### config.mk
export PLATFORM = sky130hd
export DESIGN_NAME = dma_err_capture
export DESIGN_NICKNAME = d
export VERILOG_FILES = /design/src/rtl/dma_err_pkg.sv /design/src/rtl/dma_err_status_word.sv /design/src/rtl/dma_err_chan_vec.sv /design/src/rtl/dma_err_rdmux.sv /design/src/rtl/dma_err_capture.sv
export SDC_FILE = /design/constraint.sdc
export NUM_CORES = 1
export LEC_CHECK = 0
export BUFFER_PORTS_ARGS = -buffer_cell sky130_fd_sc_hd__buf_2
export CELL_PAD_IN_SITES_DETAIL_PLACEMENT = 1
export CELL_PAD_IN_SITES_GLOBAL_PLACEMENT = 2
export CORE_MARGIN = 4
export CORE_UTILIZATION = 35
export CTS_CLUSTER_SIZE = 28
export DETAILED_ROUTE_END_ITERATION = 16
export MAX_ROUTING_LAYER = met4
export PLACE_DENSITY = 0.87
export REMOVE_ABC_BUFFERS = 1
export SLEW_MARGIN = 15
export SYNTH_ARGS = -nofsm -noshare
export SYNTH_HDL_FRONTEND = slang
export SYNTH_SLANG_ARGS = --single-unit
### constraint.sdc
create_clock -name clk -period 1.8 [get_ports clk]
set_input_delay 0.09 -clock clk [delete_from_list [all_inputs] [get_ports clk]]
set_output_delay 0.09 -clock clk [all_outputs]
set_load 0.05 [all_outputs]
### src/rtl/dma_err_pkg.sv
package dma_err_pkg;
  localparam int CH_FIELD_W = 6;   // width of channel number in status word
  localparam int KIND_W     = 10;  // error kinds carried by a report
  localparam int WORD_W     = 32;

  // Build a captured status word: valid, priority kinds, channel, other kinds
  function automatic logic [WORD_W-1:0] pack_status(
    input logic [CH_FIELD_W-1:0] ch,
    input logic [KIND_W-1:0]     kind
  );
    return {1'b1, 15'd0, kind[9:8], ch, kind[7:0]};
  endfunction
endpackage

### src/rtl/dma_err_status_word.sv
module dma_err_status_word
  import dma_err_pkg::*;
(
  input  logic                  clk,
  input  logic                  rst_n,
  input  logic                  hit_fire,
  input  logic [CH_FIELD_W-1:0] hit_chan,
  input  logic [KIND_W-1:0]     hit_kind,
  input  logic                  rel_fire,
  input  logic [CH_FIELD_W-1:0] rel_chan,
  output logic [WORD_W-1:0]     status_q
);
  logic held, release_now, free_slot;

  assign held        = status_q[31];
  assign release_now = held && rel_fire && (rel_chan == status_q[8 +: CH_FIELD_W]);
  assign free_slot   = !held || release_now;

  always_ff @(posedge clk or negedge rst_n) begin
    if (!rst_n)
      status_q <= '0;
    else if (hit_fire && free_slot)
      status_q <= pack_status(hit_chan, hit_kind);
    else if (release_now)
      status_q <= '0;
  end
endmodule

### src/rtl/dma_err_chan_vec.sv
module dma_err_chan_vec
  import dma_err_pkg::*;
#(
  parameter int NCH = 64
) (
  input  logic                  clk,
  input  logic                  rst_n,
  input  logic                  err_fire,
  input  logic [CH_FIELD_W-1:0] err_idx,
  input  logic                  clr_fire,
  input  logic [CH_FIELD_W-1:0] clr_idx,
  input  logic                  sen_fire,
  input  logic [CH_FIELD_W-1:0] sen_idx,
  input  logic                  cen_fire,
  input  logic [CH_FIELD_W-1:0] cen_idx,
  input  logic                  wr_lo,
  input  logic                  wr_hi,
  input  logic [31:0]           wdata,
  output logic [NCH-1:0]        flags_q,
  output logic [NCH-1:0]        en_q
);
  for (genvar g = 0; g < NCH; g++) begin : g_ch
    localparam logic [CH_FIELD_W-1:0] IDX = CH_FIELD_W'(g);
    localparam bit UPPER = (g >= 32);
    logic en_nxt;

    always_ff @(posedge clk or negedge rst_n) begin
      if (!rst_n)
        flags_q[g] <= 1'b0;
      else if (err_fire && err_idx == IDX)
        flags_q[g] <= 1'b1;
      else if (clr_fire && clr_idx == IDX)
        flags_q[g] <= 1'b0;
    end

    always_comb begin
      en_nxt = en_q[g];
      if (UPPER ? wr_hi : wr_lo) en_nxt = wdata[g % 32];
      if (sen_fire && sen_idx == IDX) en_nxt = 1'b1;
      if (cen_fire && cen_idx == IDX) en_nxt = 1'b0;
    end

    always_ff @(posedge clk or negedge rst_n) begin
      if (!rst_n) en_q[g] <= 1'b0;
      else        en_q[g] <= en_nxt;
    end
  end
endmodule

### src/rtl/dma_err_rdmux.sv
module dma_err_rdmux (
  input  logic [2:0]  sel,
  input  logic [31:0] status,
  input  logic [63:0] flags,
  input  logic [63:0] enables,
  output logic [31:0] data
);
  always_comb begin
    case (sel)
      3'd0:    data = status;
      3'd1:    data = flags[31:0];
      3'd2:    data = flags[63:32];
      3'd3:    data = enables[31:0];
      3'd4:    data = enables[63:32];
      default: data = '0;
    endcase
  end
endmodule

### src/rtl/dma_err_capture.sv
module dma_err_capture
  import dma_err_pkg::*;
#(
  parameter int NCH = 64  // 1..64: status word holds a 6-bit channel
) (
  input  logic        clk,
  input  logic        rst_n,
  input  logic        err_valid,
  input  logic [5:0]  err_chan,
  input  logic [9:0]  err_kind,
  input  logic        clr_err_stb,
  input  logic [7:0]  clr_err_byte,
  input  logic        set_en_stb,
  input  logic [7:0]  set_en_byte,
  input  logic        clr_en_stb,
  input  logic [7:0]  clr_en_byte,
  input  logic        en_wr_lo,
  input  logic        en_wr_hi,
  input  logic [31:0] en_wdata,
  input  logic [2:0]  rd_sel,
  output logic [31:0] rd_data,
  output logic        err_irq
);
  logic err_ok, clr_ok, sen_ok, cen_ok;
  logic [WORD_W-1:0] status_w;
  logic [NCH-1:0]    flags_w, en_w;
  logic [63:0]       flags_pad, en_pad;

  // channel numbers at or above NCH are dropped
  assign err_ok = err_valid   && (32'(err_chan)     < NCH);
  assign clr_ok = clr_err_stb && (32'(clr_err_byte) < NCH);
  assign sen_ok = set_en_stb  && (32'(set_en_byte)  < NCH);
  assign cen_ok = clr_en_stb  && (32'(clr_en_byte)  < NCH);

  dma_err_status_word u_word (
    .clk(clk), .rst_n(rst_n),
    .hit_fire(err_ok), .hit_chan(err_chan), .hit_kind(err_kind),
    .rel_fire(clr_ok), .rel_chan(clr_err_byte[5:0]),
    .status_q(status_w)
  );

  dma_err_chan_vec #(.NCH(NCH)) u_vec (
    .clk(clk), .rst_n(rst_n),
    .err_fire(err_ok), .err_idx(err_chan),
    .clr_fire(clr_ok), .clr_idx(clr_err_byte[5:0]),
    .sen_fire(sen_ok), .sen_idx(set_en_byte[5:0]),
    .cen_fire(cen_ok), .cen_idx(clr_en_byte[5:0]),
    .wr_lo(en_wr_lo), .wr_hi(en_wr_hi), .wdata(en_wdata),
    .flags_q(flags_w), .en_q(en_w)
  );

  assign flags_pad = 64'(flags_w);
  assign en_pad    = 64'(en_w);
  assign err_irq   = |(flags_w & en_w);

  dma_err_rdmux u_rd (
    .sel(rd_sel), .status(status_w), .flags(flags_pad), .enables(en_pad),
    .data(rd_data)
  );
endmodule

# Yosys cells after proc, flatten, opt, wreduce, memory -nomap -nowiden

Index checks and enable logic that the tools add are counted.

Muxes and demuxes: 323
Reductions and logical operators: 399
Bitwise operators: 1
Equal/unequal tests: 257
Magnitude comparators: 3

Operator list:

| kind               | number |
|---|---|
| $eq 6x6->1 const B | 128 |
| $eq 6x5->1 const B | 64 |
| $mux 1             | 320 |
| $logic_and 1x1->1  | 262 |
| $eq 6x4->1 const B | 32 |
| $reduce_bool 3->1  | 64 |
| $pmux 32 s5        | 1 |
| $reduce_bool 2->1  | 65 |
| $eq 6x3->1 const B | 16 |
| $and 64x64->64     | 1 |
| $mux 32            | 2 |
| $reduce_or 64->1   | 1 |
| $eq 6x2->1 const B | 8 |
| $eq 6x1->1 const B | 4 |
| $logic_not 6->1    | 4 |
| $lt 8x7->1 const B | 3 |
| $eq 3x2->1 const B | 2 |
| $eq 6x6->1         | 1 |
| $eq 3x1->1 const B | 1 |
| $eq 3x3->1 const B | 1 |
| $logic_not 3->1    | 1 |
| $logic_not 1->1    | 1 |
| $logic_or 1x1->1   | 1 |

Bits of input ports: 83
Logic and storage cells: 1112
Register bits after elaboration: 160
Output and inout port bits: 33

# Depth between registers and ports, before layout

Depth after elaboration: 7
Depth in mapped cells: 6
Depth with buffers taken out: 4

# Modules after synthesis

A second synthesis with hierarchy kept.

Cells, all modules: 852
Area total of the unflattened synthesis: 8625.8 um^2

By module, submodules not included:

| module              | cells each | seq. area each (um^2) | area an instance (um^2) | times used |
|---|---|---|---|---|
| dma_err_chan_vec    | 589        | 3203.1                | 6049.6                  | 1 |
| dma_err_rdmux       | 158        | 0.0                   | 1340.0                  | 1 |
| dma_err_status_word | 65         | 425.4                 | 850.8                   | 1 |
| dma_err_capture     | 40         | 0.0                   | 385.4                   | 1 |

# Worst setup path after synthesis

No wires, ideal clock.

Kind: in2out
From: in rd_sel[1]
To: out rd_data[29]
Stages: 6
Arrival: 1.823 ns
Data required time: 1.710 ns
Setup slack: -0.113 ns
Buffers on the path: 2
Cell sequence: clkbuf_1 > buf_2 > mux2i_1 > nor2_1 > a31oi_1 > o21ai_0

Word-level cells in the longest chain between the ends: 2
Elaborated cells between the ends (all ways): 6
Classes of those cells: eq/ne (4); mux (1); reduce/logical (1)

Ends and longest elaborated chain:

| item                                     | line                  | source |
|---|---|---|
| start, declared                          | dma_err_capture.sv:20 | `input logic [2:0] rd_sel,` |
| $eq 3x3->1, or another cell as far along | dma_err_rdmux.sv:9    | `case (sel)` |
| $pmux 32 s5 (*)                          | dma_err_rdmux.sv:9    |  |
| end, declared                            | dma_err_capture.sv:21 | `output logic [31:0] rd_data,` |

Mark *: on every way between the ends. The rest lies on a longest branch, timed or not.

# Worst setup path in the final report

From: reg u_vec.flags_q[23]
To: out err_irq

Word-level cells in the longest chain between the ends: 2

Ends and longest elaborated chain:

| item                            | line                   | source |
|---|---|---|
| start, declared                 | dma_err_chan_vec.sv:19 | `output logic [NCH-1:0] flags_q,` |
| start signal, assigned by index | dma_err_chan_vec.sv:29 | `flags_q[g] <= 1'b0;` |
| start signal, assigned by index | dma_err_chan_vec.sv:31 | `flags_q[g] <= 1'b1;` |
| start signal, assigned by index | dma_err_chan_vec.sv:33 | `flags_q[g] <= 1'b0;` |
| $and 64x64->64                  | dma_err_capture.sv:54  | `assign err_irq = \|(flags_w & en_w);` |
| $reduce_or 64->1                | dma_err_capture.sv:54  |  |
| end, declared                   | dma_err_capture.sv:22  | `output logic err_irq` |

No other way between the ends.

==> metrics <==
nets 1,176; Netlist Area Pre-Place 0.00794 mm²; cells after synthesis 839; status finished, violations left; Pins Over Slew Limit 0; Lkg Pwr 4.84 nW; crit share post-route 135%; first-pass GRT wire length 55,500 µm; Worst-path clk slew 0.07 ns; Die Y 159 µm; Detailed Routing Iterations Pass 1 5; mean number of vias per cell 6.24; main area contributors after synthesis dfrtp_1 46%, o21ai_0 9.2%, a221oi_1 8.8%; Slew @ Worst Pin 0.708 ns; post-synth top area share 45.7%; total wire length 37,100 µm; worst skew pair latency 0.44 ns; min-delay worst type input port to flop; failing checks negative setup slack; crit start category flop; critical path class flop to output pin; critical path's top delay family simple AND/OR/NAND/NOR gates; worst vdd ir 584 µV; Hold Path Depth 3; largest net degree at the start of global routing 65; Pwr per Cell Area 986 mW/mm²; I/O Pins 116; r2r worst-path depth 5; Final setup viols 6; Final Hold Fails 0; WL per Instance 26.8 µm; Max-Slew Margin vs Limit 52.4%; Tmin final 2.44 ns; H-tree levels 4; Area Overhead vs Synth 40.3%; Starting Density 35.9%; grt total ovfl 0; hpwl dp 27,200 µm; synth unique cells 41; CP endpoint kind output pin; sequential share of the synthesized area 45.7%; worst path buffer plus inverter count 1; WP depth 5; antenna violations before repair 0; setup TNS -0.786 ns; Fill cells 2,537; asr flop ratio synth 100%; clk buf depth 2; Via Count 8,645; largest area contributor in the netlist dfrtp_1; placed cell count 1,321; maxcap violations 0; pre-CTS WS -0.264 ns; RD Place Congestion 0.971; # DRC 0; Root Driver clkbuf_16; Max FO, Critical Path 2; Arr. time, crit path 2.35 ns; remaining antenna violation count 0; number of diodes 0; CP Cell Sequence a22o_1 -> a221oi_2 -> nand4_1 -> or4_4 -> buf_8; CP required 1.71 ns; Synth Flop Type dfrtp_1; Layout Cells excl Fill 1,386; synth cell count leaders 146 x o21ai_0, 145 x dfrtp_1, 80 x a221oi_1, 71 x nor2b_1, 64 x a21oi_1; Worst Slack Setup Final -0.638 ns; number of global-route vias before repair 8,765; syn_area_per_cell 9.46 µm²; Iteration-0 DRC Markers 910; placed cell areas 0.00983 mm²; Yosys reg bits 145; aggregate global-route resource usage 30.4%; Post-synth EDFFs 0; Die X 159 µm; DIE AREA 0.0251 mm²; total CTS buffers 17; Peak Freq 0.410 GHz; Slowest cell on crit path or4_4; CTS Sinks 145; CP max stage delay 0.60 ns; layout cells sized above 1 29.2%; post-route clock skew 0.00424 ns; leading cell type by number of instances after synthesis o21ai_0; TritonCTS clock tree done; cell area after layout 0.0111 mm²; core area 0.0221 mm²; number of synthesis warnings 0; row count 54; Design Power 11.0 mW; RSZ-0062 raised after global routing true; port bufs 115
repair_timing:
item                       in CTS  in global routing
resized for setup              50                 55
hold buffers                   32                  0
setup buffers                   1                  7
setup endpoints to repair      16                 30
pin swaps                       5                  8
hold endpoints to repair      186                  0
layout make-up:
type	instances	area [µm²]	area share (%)
sequential	145	3630	32.6
clock inverter	15	231	2.08
timing repair buffer	290	2290	20.6
multi-input combinational	633	4180	37.5
inverter	6	22.5	0.202
clock buffer	17	425	3.82
tap	280	350	3.15
sequential cells by signal (all words and copies together) (netlist names):
name             count
u_word.status_q     17
u_vec.flags_q       64
u_vec.en_q          64
kinds of logic after synthesis:
kind of cell	count (synthesis)	synth area share, %
AO/OA/AOI/OAI	370	30.9
XOR/XNOR	6	0.662
buffers and inverters	61	3.39
flip-flops	145	45.7
multiplexers	19	2.40
AND/OR/NAND/NOR	238	17.0
cell usage in the layout (no fill, tap or decap), drive strengths merged:
cell type,synthesis,layout
buf,19,258
o21ai,147,147
dfrtp,145,145
a221oi,80,80
nor2b,71,71
a21oi,64,64
nand2,56,56
dlygate4sd3,0,32
nor2,28,28
a22oi,28,28
mux2i,19,19
nor3,18,18
a221o,17,17
clkbuf,36,17
a22o,16,16
and2,15,15
a32o,15,15
nand3,14,14
nand2b,10,10
inv,6,8
nand4,7,7
xor2,6,6
bufinv,0,5
clkinvlp,0,5
nand3b,4,4
nor3b,4,4
clkinv,0,3
or3b,3,3
nor4,3,3
a31oi,2,2
and3,2,2
or4,1,1
a31o,1,1
and2b,1,1
and3b,1,1
through the flow:
step	util (%)	hold slack [ns]
finish	50.4	0.00684
global route	50.4	0.0234
global placement	44.5	-0.0403
floorplan	-	-0.206
detailed placement	44.5	-0.0378
CTS	49.5	0.00130
where the power goes:
part / switching [mW] / total [mW] / internal [mW]
sequential: 0.467 / 4.17 / 3.70
clock: 1.55 / 4.02 / 2.47
combinational: 1.51 / 2.79 / 1.28
total: 3.52 / 11.0 / 7.46
worst reg2reg max path, cell delays in order, from the launching register on:
cell and delay, ns:
dfrtp_1 0.44, xor2_1 0.21, nor4_4 0.37, nand4_2 0.13, buf_4 0.21, a32o_1 0.22
final timing paths:
kind                                startpoint            endpoint  slack [ns]
min in group asynchronous                rst_n   u_vec.flags_q[61]        0.07
setup reg to reg           u_word.status_q[10]  u_word.status_q[5]        0.10
hold reg to reg             u_word.status_q[3]  u_word.status_q[3]        0.62
max in group asynchronous                rst_n   u_vec.flags_q[27]        0.98
setup / recovery             u_vec.flags_q[23]             err_irq       -0.64
hold / removal                    en_wdata[21]      u_vec.en_q[53]       0.007
routing by layer:
| layer | up-vias | routed length [µm] | GRT usage (%) |
|---|---|---|---|
| met2 | 492 | 16600 | 45.0 |
| met4 | 0 | 961 | 8.37 |
| met5 | - | 0 | - |
| met1 | 4339 | 16300 | 42.8 |
| li1 | 3746 | - | - |
| met3 | 68 | 3260 | 5.68 |
Power figures use the tool's default switching activity.
